**src/rtl/tone_pkg.sv**
```systemverilog
package tone_pkg;
  localparam int CODE_W = 5;
  localparam int DIV_W  = 16;

  function automatic logic [DIV_W-1:0] code_to_div(input logic [CODE_W-1:0] code);
    logic [DIV_W-1:0] d;
    case (code)
      5'b01100: d = 16'd2025;
      5'b01101: d = 16'd1911;
      5'b10000: d = 16'd2025;
      5'b10001: d = 16'd1911;
      5'b10010: d = 16'd1804;
      5'b10011: d = 16'd1703;
      5'b10100: d = 16'd1607;
      5'b10101: d = 16'd1517;
      5'b10110: d = 16'd1432;
      5'b10111: d = 16'd1351;
      5'b11000: d = 16'd1275;
      5'b11001: d = 16'd1204;
      5'b11010: d = 16'd1136;
      5'b11011: d = 16'd1073;
      5'b11100: d = 16'd1012;
      default:  d = '0;   // unlisted codes mute
    endcase
    return d;
  endfunction
endpackage

```
**src/rtl/tone_lut.sv**
```systemverilog
module tone_lut
  import tone_pkg::*;
(
  input  logic              clk,
  input  logic              rst_n,
  input  logic [CODE_W-1:0] code_i,
  output logic [DIV_W-1:0]  div_o
);
  // table value captured on the clock edge
  always_ff @(posedge clk or negedge rst_n) begin
    if (!rst_n) div_o <= '0;
    else        div_o <= code_to_div(code_i);
  end
endmodule

```
**src/rtl/tone_divider.sv**
```systemverilog
module tone_divider #(
  parameter int DIV_W = 16
) (
  input  logic             clk,
  input  logic             rst_n,
  input  logic             tick_i,
  input  logic [DIV_W-1:0] div_i,
  output logic             tog_o
);
  localparam logic [DIV_W-1:0] ONE = DIV_W'(1);

  logic [DIV_W-1:0] cnt_q;
  logic [DIV_W-1:0] div_prev_q;
  logic             tog_q;
  logic             restart;

  assign restart = (div_i != div_prev_q) || (div_i == '0);

  always_ff @(posedge clk or negedge rst_n) begin
    if (!rst_n) begin
      cnt_q      <= '0;
      div_prev_q <= '0;
      tog_q      <= 1'b0;
    end else begin
      div_prev_q <= div_i;
      if (restart) begin
        cnt_q <= '0;
        tog_q <= 1'b0;
      end else if (tick_i) begin
        if (cnt_q == div_i - ONE) begin
          cnt_q <= '0;
          tog_q <= ~tog_q;
        end else begin
          cnt_q <= cnt_q + ONE;
        end
      end
    end
  end

  assign tog_o = tog_q;

  // no strobe and a steady divisor leave the wave alone
  p_hold_no_tick_r4: assert property (@(posedge clk) disable iff (!rst_n)
    (!tick_i && $stable(div_i)) |=> $stable(tog_q));
  // count never reaches the divisor while it is steady
  p_count_bound_r5: assert property (@(posedge clk) disable iff (!rst_n)
    (div_i != '0 && $stable(div_i)) |-> (cnt_q < div_i));
  // a divisor change restarts from zero, low
  p_restart_r7: assert property (@(posedge clk) disable iff (!rst_n)
    !$stable(div_i) |=> (cnt_q == '0 && !tog_q));
  // zero divisor keeps the divider idle
  p_mute_idle_r6: assert property (@(posedge clk) disable iff (!rst_n)
    (div_i == '0) |=> (cnt_q == '0 && !tog_q));
endmodule

```
**src/rtl/tone_gen.sv**
```systemverilog
module tone_gen
  import tone_pkg::*;
(
  input  logic              clk,
  input  logic              rst_n,
  input  logic              tick_1m,
  input  logic [CODE_W-1:0] note_code,
  output logic              spk_out,
  output logic [DIV_W-1:0]  half_period
);
  logic [DIV_W-1:0] div_q;
  logic             tog;

  tone_lut u_lut (
    .clk    (clk),
    .rst_n  (rst_n),
    .code_i (note_code),
    .div_o  (div_q)
  );

  tone_divider #(.DIV_W(DIV_W)) u_div (
    .clk    (clk),
    .rst_n  (rst_n),
    .tick_i (tick_1m),
    .div_i  (div_q),
    .tog_o  (tog)
  );

  // mute in the same cycle the divisor drops to zero
  assign spk_out     = (div_q != '0) & tog;
  assign half_period = div_q;

  // with a settled divisor, the wave moves only after a strobe
  p_spk_needs_tick_r5: assert property (@(posedge clk) disable iff (!rst_n)
    (half_period != '0 && $past(half_period) == half_period &&
     $past(half_period, 2) == half_period && !$stable(spk_out)) |-> $past(tick_1m));
endmodule

```
**config.mk**
```make
export PLATFORM = sky130hd
export DESIGN_NAME = tone_gen
export DESIGN_NICKNAME = d
export VERILOG_FILES = /design/src/rtl/tone_pkg.sv /design/src/rtl/tone_lut.sv /design/src/rtl/tone_divider.sv /design/src/rtl/tone_gen.sv
export SDC_FILE = /design/constraint.sdc
export NUM_CORES = 1
export LEC_CHECK = 0
export ABC_AREA = 1
export ABC_CLOCK_PERIOD_IN_PS = 4410
export BUFFER_PORTS_ARGS = -buffer_cell sky130_fd_sc_hd__buf_4
export CAP_MARGIN = 5
export CORE_UTILIZATION = 60
export CTS_BUF_LIST = sky130_fd_sc_hd__clkbuf_8
export DETAILED_ROUTE_END_ITERATION = 7
export PLACE_DENSITY_LB_ADDON = 0.08
export RECOVER_POWER = 50
export SYNTH_ARGS = -nofsm -noshare
export SYNTH_HDL_FRONTEND = slang
export SYNTH_SLANG_ARGS = --single-unit
```
**constraint.sdc**
```tcl
create_clock -name clk -period 4.41 [get_ports clk]
set_clock_uncertainty 0.1 [all_clocks]
set_input_delay 0.441 -clock clk [delete_from_list [all_inputs] [get_ports clk]]
set_output_delay 0.441 -clock clk [all_outputs]
set_load 0.02 [all_outputs]
```
# Word-level counts from Yosys, hierarchy flattened

Memory sizes are Yosys's and may differ from the RTL's. A register that Yosys moved wholly into a read port is not among the register bits.
Index checks and enable logic that the tools add are counted.
W data, S select, Z words.

Eq/ne operators: 2
Bitwise logic cells: 2
Muxes and demuxes: 6
Reductions and logical operators: 7
Add/subtract/negate cells: 2

Operators by type and width:

| cell                    | number |
|---|---|
| $mux W16                | 3 |
| $add A16 B1 Y16 const B | 1 |
| $eq A16 B16 Y1          | 1 |
| $logic_not A16 Y1       | 1 |
| $ne A16 B16 Y1          | 1 |
| $reduce_bool A16 Y1     | 1 |
| $sub A16 B1 Y16 const B | 1 |
| $reduce_bool A2 Y1      | 2 |
| $mux W1                 | 3 |
| $reduce_and A2 Y1       | 1 |
| $and A1 B1 Y1           | 1 |
| $logic_not A1 Y1        | 1 |
| $logic_or A1 B1 Y1      | 1 |
| $not A1 Y1              | 1 |

Memory bits (read-only): 352
Output and inout port bits: 17
Input bits: 8
Memories kept: 1
Register bits: 49
Logic and storage cells: 24

Memory list:

| memory          | words | bits a word | read ports | clocked after memory_dff | write ports | RTL line      | text |
|---|---|---|---|---|---|---|---|
| (no name shown) | 32    | 11          | 1          | 1                        | 0           | tone_pkg.sv:7 | `case (code)` |

# Depth between registers and ports, before layout

Word-level depth: 5
Gate-level depth with buffers: 16
Depth with buffers taken out: 15

# Cells and area by module

Synthesis repeated with hierarchy kept, for this count alone.

Cell total of the unflattened synthesis: 434
Area, all modules: 3031.7 um^2

Modules (own cells, without submodules):

| module       | cells an instance | sequential area each (um^2) | times used | area each (um^2) |
|---|---|---|---|---|
| tone_divider | 310               | 825.8                       | 1          | 2190.9 |
| tone_lut     | 108               | 275.3                       | 1          | 779.5 |
| tone_gen     | 16                | 0.0                         | 1          | 61.3 |

# Worst setup path before layout

No wires, ideal clock.

Path type: register to register
Start point: reg u_lut.div_o[0]
End point: reg u_div.cnt_q[10]
Arrival time: 1.989 ns
Required time: 4.190 ns
Clock period less this slack: 2.208 ns
Slack: 2.202 ns
Buffers on the path: 0
Library setup time: 0.120 ns
Stages on the path, launching flop included: 12
Cells stage by stage: dfrtp_1 > inv_1 > ha_1 > or2_2 > a21oi_1 > nand3_1 > nor3_1 > nand2_1 > nand2_2 > nand2_4 > inv_8 > nor2_1

Word-level cells in the longest chain between the ends: 5
Elaborated cells between the ends (all ways): 9
Classes of those cells: add/sub (1); eq/ne (2); mux (3); reduce/logical (3)

RTL lines:

| element                | RTL line           | text |
|---|---|---|
| start: declaration     | tone_lut.sv:7      | `output logic [DIV_W-1:0] div_o` |
| $sub A16 B1 Y16        | tone_divider.sv:30 | `if (cnt_q == div_i - ONE) begin` |
| $eq A16 B16 Y1         | tone_divider.sv:30 |  |
| $mux W16               | tone_divider.sv:30 |  |
| $mux W16               | tone_divider.sv:29 | `end else if (tick_i) begin` |
| $mux W16               | tone_divider.sv:26 | `if (restart) begin` |
| end signal: assignment | tone_divider.sv:34 | `cnt_q <= cnt_q + ONE;` |
| end: declaration       | tone_divider.sv:12 | `logic [DIV_W-1:0] cnt_q;` |

Several ways; a longest one is shown, not always the timed one. The select of a mux whose other input is x is not followed.
A chain may end at the register's enable or synchronous reset.

# Final worst setup path

Start point: reg u_lut.div_o[0]
End point: reg u_div.cnt_q[5]

Same word-level chain as after synthesis.

==> results.py <==
metrics = {
    "sta": {
        "report.final.hold_viol_count": 0,
        "final_max_slew_viol_count": 40,
        "rsz0062_at_grt": "no",
        "post-route-min-period_ns": 2.42,
        "setup_violations": 0,
        "setup_tns_ns": 0,
        "relSlewSlack_pct": -37.6,
        "fmax_ghz": 0.414,
        "period_share_pct": 54.8,
        "tightestPinTransition_ns": 2.06,
    },
    "clock_network": {
        "cts_tree": "done",
        "numClockSinks": 39,
        "cts_buffers": 5,
        "cts.repair.resized": 0,
        "htree_num_levels": 2,
        "clk_latency_ns": 0.29,
        "root_buffer": "clkbuf_8",
        "cts.clk_slew.worst_paths_ns": 0.07,
        "cts.path.max_buffers": 2,
        "cts_setup_buffers": 0,
        "cts_hold_buf": 0,
    },
    "yosys": {
        "yosys.area_share.simple_pct": 35.4,
        "synth_xor_area_share_pct": 7.97,
        "yosysTopAreaCellShare_pct": 37.0,
        "synth_common_cells": "nand2_1 (98), inv_1 (44), nor2_1 (41)",
        "syn_avg_cell_area_um2": 7.28,
        "seq_area_frac_synth_pct": 37.0,
        "synth_cells": 362,
        "synth_area_um2": 2640,
        "synth_most_common_cell": "nand2_1",
        "yosysUniqueCellTypes": 33,
        "synth_top_family_by_area": "simple AND/OR/NAND/NOR gates",
        "synth_mux_area_share_pct": 0,
        "yosys_warnings": 0,
        "synth_compound_area_share_pct": 6.26,
        "synth_top_area_cell": "dfrtp_1",
        "synth.ff_latch_count": 39,
        "dominantRegCellSynth": "dfrtp_1",
        "synth_edf_count": 0,
        "synth_fa_ha_area_share_pct": 3.80,
        "async_reset_ff_share_pct": 100,
        "synth_area_leaders": "dfrtp_1 (37%), nand2_1 (14%), inv_1 (6.3%)",
    },
    "worst_hold_path": {
        "hold_class": "primary input to register",
        "min_from": "note_code[4]",
        "whs_path_depth": 2,
        "whs_endpoint": "u_lut.div_o[3]",
    },
    "detailed_routing": {
        "dr.max_layer_used": "met4",
        "routed_wirelength_um": 5330,
        "dr.first_iter.drc_count": 183,
        "wl_met3_um": 255,
        "dr.pass1.iters": 5,
        "drc": 0,
        "vias": 2238,
        "wl_met2_um": 2390,
        "ant_nets": 0,
        "vias_per_cell": 5.16,
        "wl_met1_um": 2610,
        "wl_per_cell_um": 12.3,
    },
    "worst_setup_path": {
        "worstSetupPathType": "register to register",
        "critPathMaxFanout": 9,
        "r2r_end": "u_div.cnt_q[5]",
        "end_kind": "register",
        "slowest_delay_ns": 0.49,
        "worstPathRequired_ns": 4.49,
        "cp_slowest_cell": "dfrtp_1",
        "crit_chain": "inv_1 > ha_1 > or2_2 > nand3_1 > nand2_1 > inv_1 > nand3_1 > nor3_1 > nand2_1 > nand2_2 > nand2_4 > inv_8 > nor2_1",
        "r2r_slack_ns": 1.99,
        "r2r_cells": 13,
        "arrival_ns": 2.50,
        "crit_family": "simple AND/OR/NAND/NOR gates",
        "r2r-start": "u_lut.div_o[0]",
        "crit_buf_inv": 3,
        "crit_path_start_kind": "register",
    },
    "floorplan": {
        "fp-row-count": 23,
        "die-height_um": 68.3,
        "core_area_um2": 4120,
        "start_util_pct": 64.1,
        "die_w_um": 68.3,
        "dieArea_um2": 4660,
        "io_pins": 25,
    },
    "run_status": {
        "status": "complete, but fails checks",
        "violations": "max-capacitance violations, max-slew violations",
    },
    "place": {
        "io_buffers": 19,
        "gp_congestion": 0.913,
        "hpwl_um": 4070,
        "placedCellCount": 426,
    },
    "global_route": {
        "antenna_found_initial": 0,
        "grt_overflow_total": 0,
        "grt_usage_pct": 26.0,
        "grt_max_degree": 40,
        "grt_pass1_vias": 1963,
        "grt_pass1_wl_um": 8850,
    },
    "pwr": {
        "power.density_nw_per_um2": 278,
        "p_leak_nw": 1.42,
        "peakVddDrop_mv": 0.159,
    },
    "flow_run": {
        "maxCapViolations": 1,
    },
    "cells_and_area": {
        "drive_gt1_share_pct": 13.8,
        "layout.nets": 399,
        "stdcell_count": 434,
        "final_util_pct": 69.8,
        "syn2layout_area_growth_pct": 8.92,
        "antenna_cells": 0,
    },
}
-- area by class of cell --
type / instances / area (um^2)
inverters: 47 / 184
well taps: 50 / 62.6
repair buffers: 19 / 139
clock buffers: 5 / 68.8
clock inverters: 3 / 15.0
flip-flops and latches: 39 / 976
multi-input cells: 271 / 1430
fillers: 357 / 1240
-- power breakdown --
group          total [mW]  internal (mW)  switching [mW]
sequential          0.398          0.373          0.0249
combinational       0.170         0.0661           0.104
clock               0.230          0.108           0.121
total               0.798          0.548           0.250
-- logic make-up (layout without fill, tap and decap cells) --
family | Yosys count | after routing
DFF | 39 | 39
AOI/OAI and AO/OA | 31 | 31
other | 1 | 5
buffers and inverters | 56 | 74
and+or+nand+nor | 203 | 203
adders and majority gates | 8 | 8
xor gates and xnor gates | 24 | 24
-- state kept, by name (all words and copies together), names as in the netlist --
name and count:
u_div.div_prev_q 11, u_div.cnt_q 16, u_div.tog_o 1, u_lut.div_o 11
-- cells in the final DEF (no fill, tap or decap), drive strengths merged --
| master | n |
|---|---|
| a21oi | 8 |
| a31oi | 1 |
| and2 | 1 |
| buf | 18 |
| clkbuf | 6 |
| clkinv | 3 |
| conb | 5 |
| dfrtp | 39 |
| ha | 8 |
| inv | 47 |
| nand2 | 107 |
| nand3 | 28 |
| nand3b | 4 |
| nand4 | 5 |
| nor2 | 51 |
| nor3 | 5 |
| o211ai | 2 |
| o21ai | 18 |
| o22ai | 1 |
| o31ai | 1 |
| or2 | 2 |
| xnor2 | 15 |
| xor2 | 9 |
-- how the worst max path moves through the flow --
stage | start | slack (ns) | cells past startpoint | end
2_1_floorplan | u_lut.div_o[0] | 2.20 | 11 | u_div.cnt_q[10]
3_3_place_gp | u_lut.div_o[0] | 2.13 | 13 | u_div.cnt_q[10]
5_1_grt | u_lut.div_o[0] | 1.86 | 13 | u_div.cnt_q[5]
3_5_place_dp | u_lut.div_o[0] | 2.05 | 13 | u_div.cnt_q[5]
6_report | u_lut.div_o[0] | 1.99 | 13 | u_div.cnt_q[5]
4_1_cts | u_lut.div_o[0] | 2.04 | 13 | u_div.cnt_q[5]
-- per-layer routing --
| metal | GRT usage (%) | vias up |
|---|---|---|
| met2 | 41.2 | 63 |
| met5 | 0 | - |
| met3 | 4.00 | 5 |
| li1 | - | 1162 |
| met1 | 35.7 | 1008 |
| met4 | 9.11 | 0 |
-- worst reg2reg max path, cell delays in order, from the launching register on --
cell and delay, ns:
dfrtp_1 0.49, inv_1 0.14, ha_1 0.29, or2_2 0.32, nand3_1 0.07, nand2_1 0.05, inv_1 0.05, nand3_1 0.07
nor3_1 0.26, nand2_1 0.10, nand2_2 0.12, nand2_4 0.11, inv_8 0.10, nor2_1 0.05
-- through the flow --
step                hold slack (ns)  cell area (um^2)  power (mW)  setup WS (ns)
floorplan                    0.0454              2650       0.526           2.20
global placement              0.337              2790       0.572           2.13
detailed placement            0.345              2790       0.576           2.05
CTS                          0.0262              2880       0.809           2.04
global route                  0.302              2870       0.846           1.86
finish                        0.303              2870       0.798           1.99
Note: power is estimated with default switching activity, not from simulation.
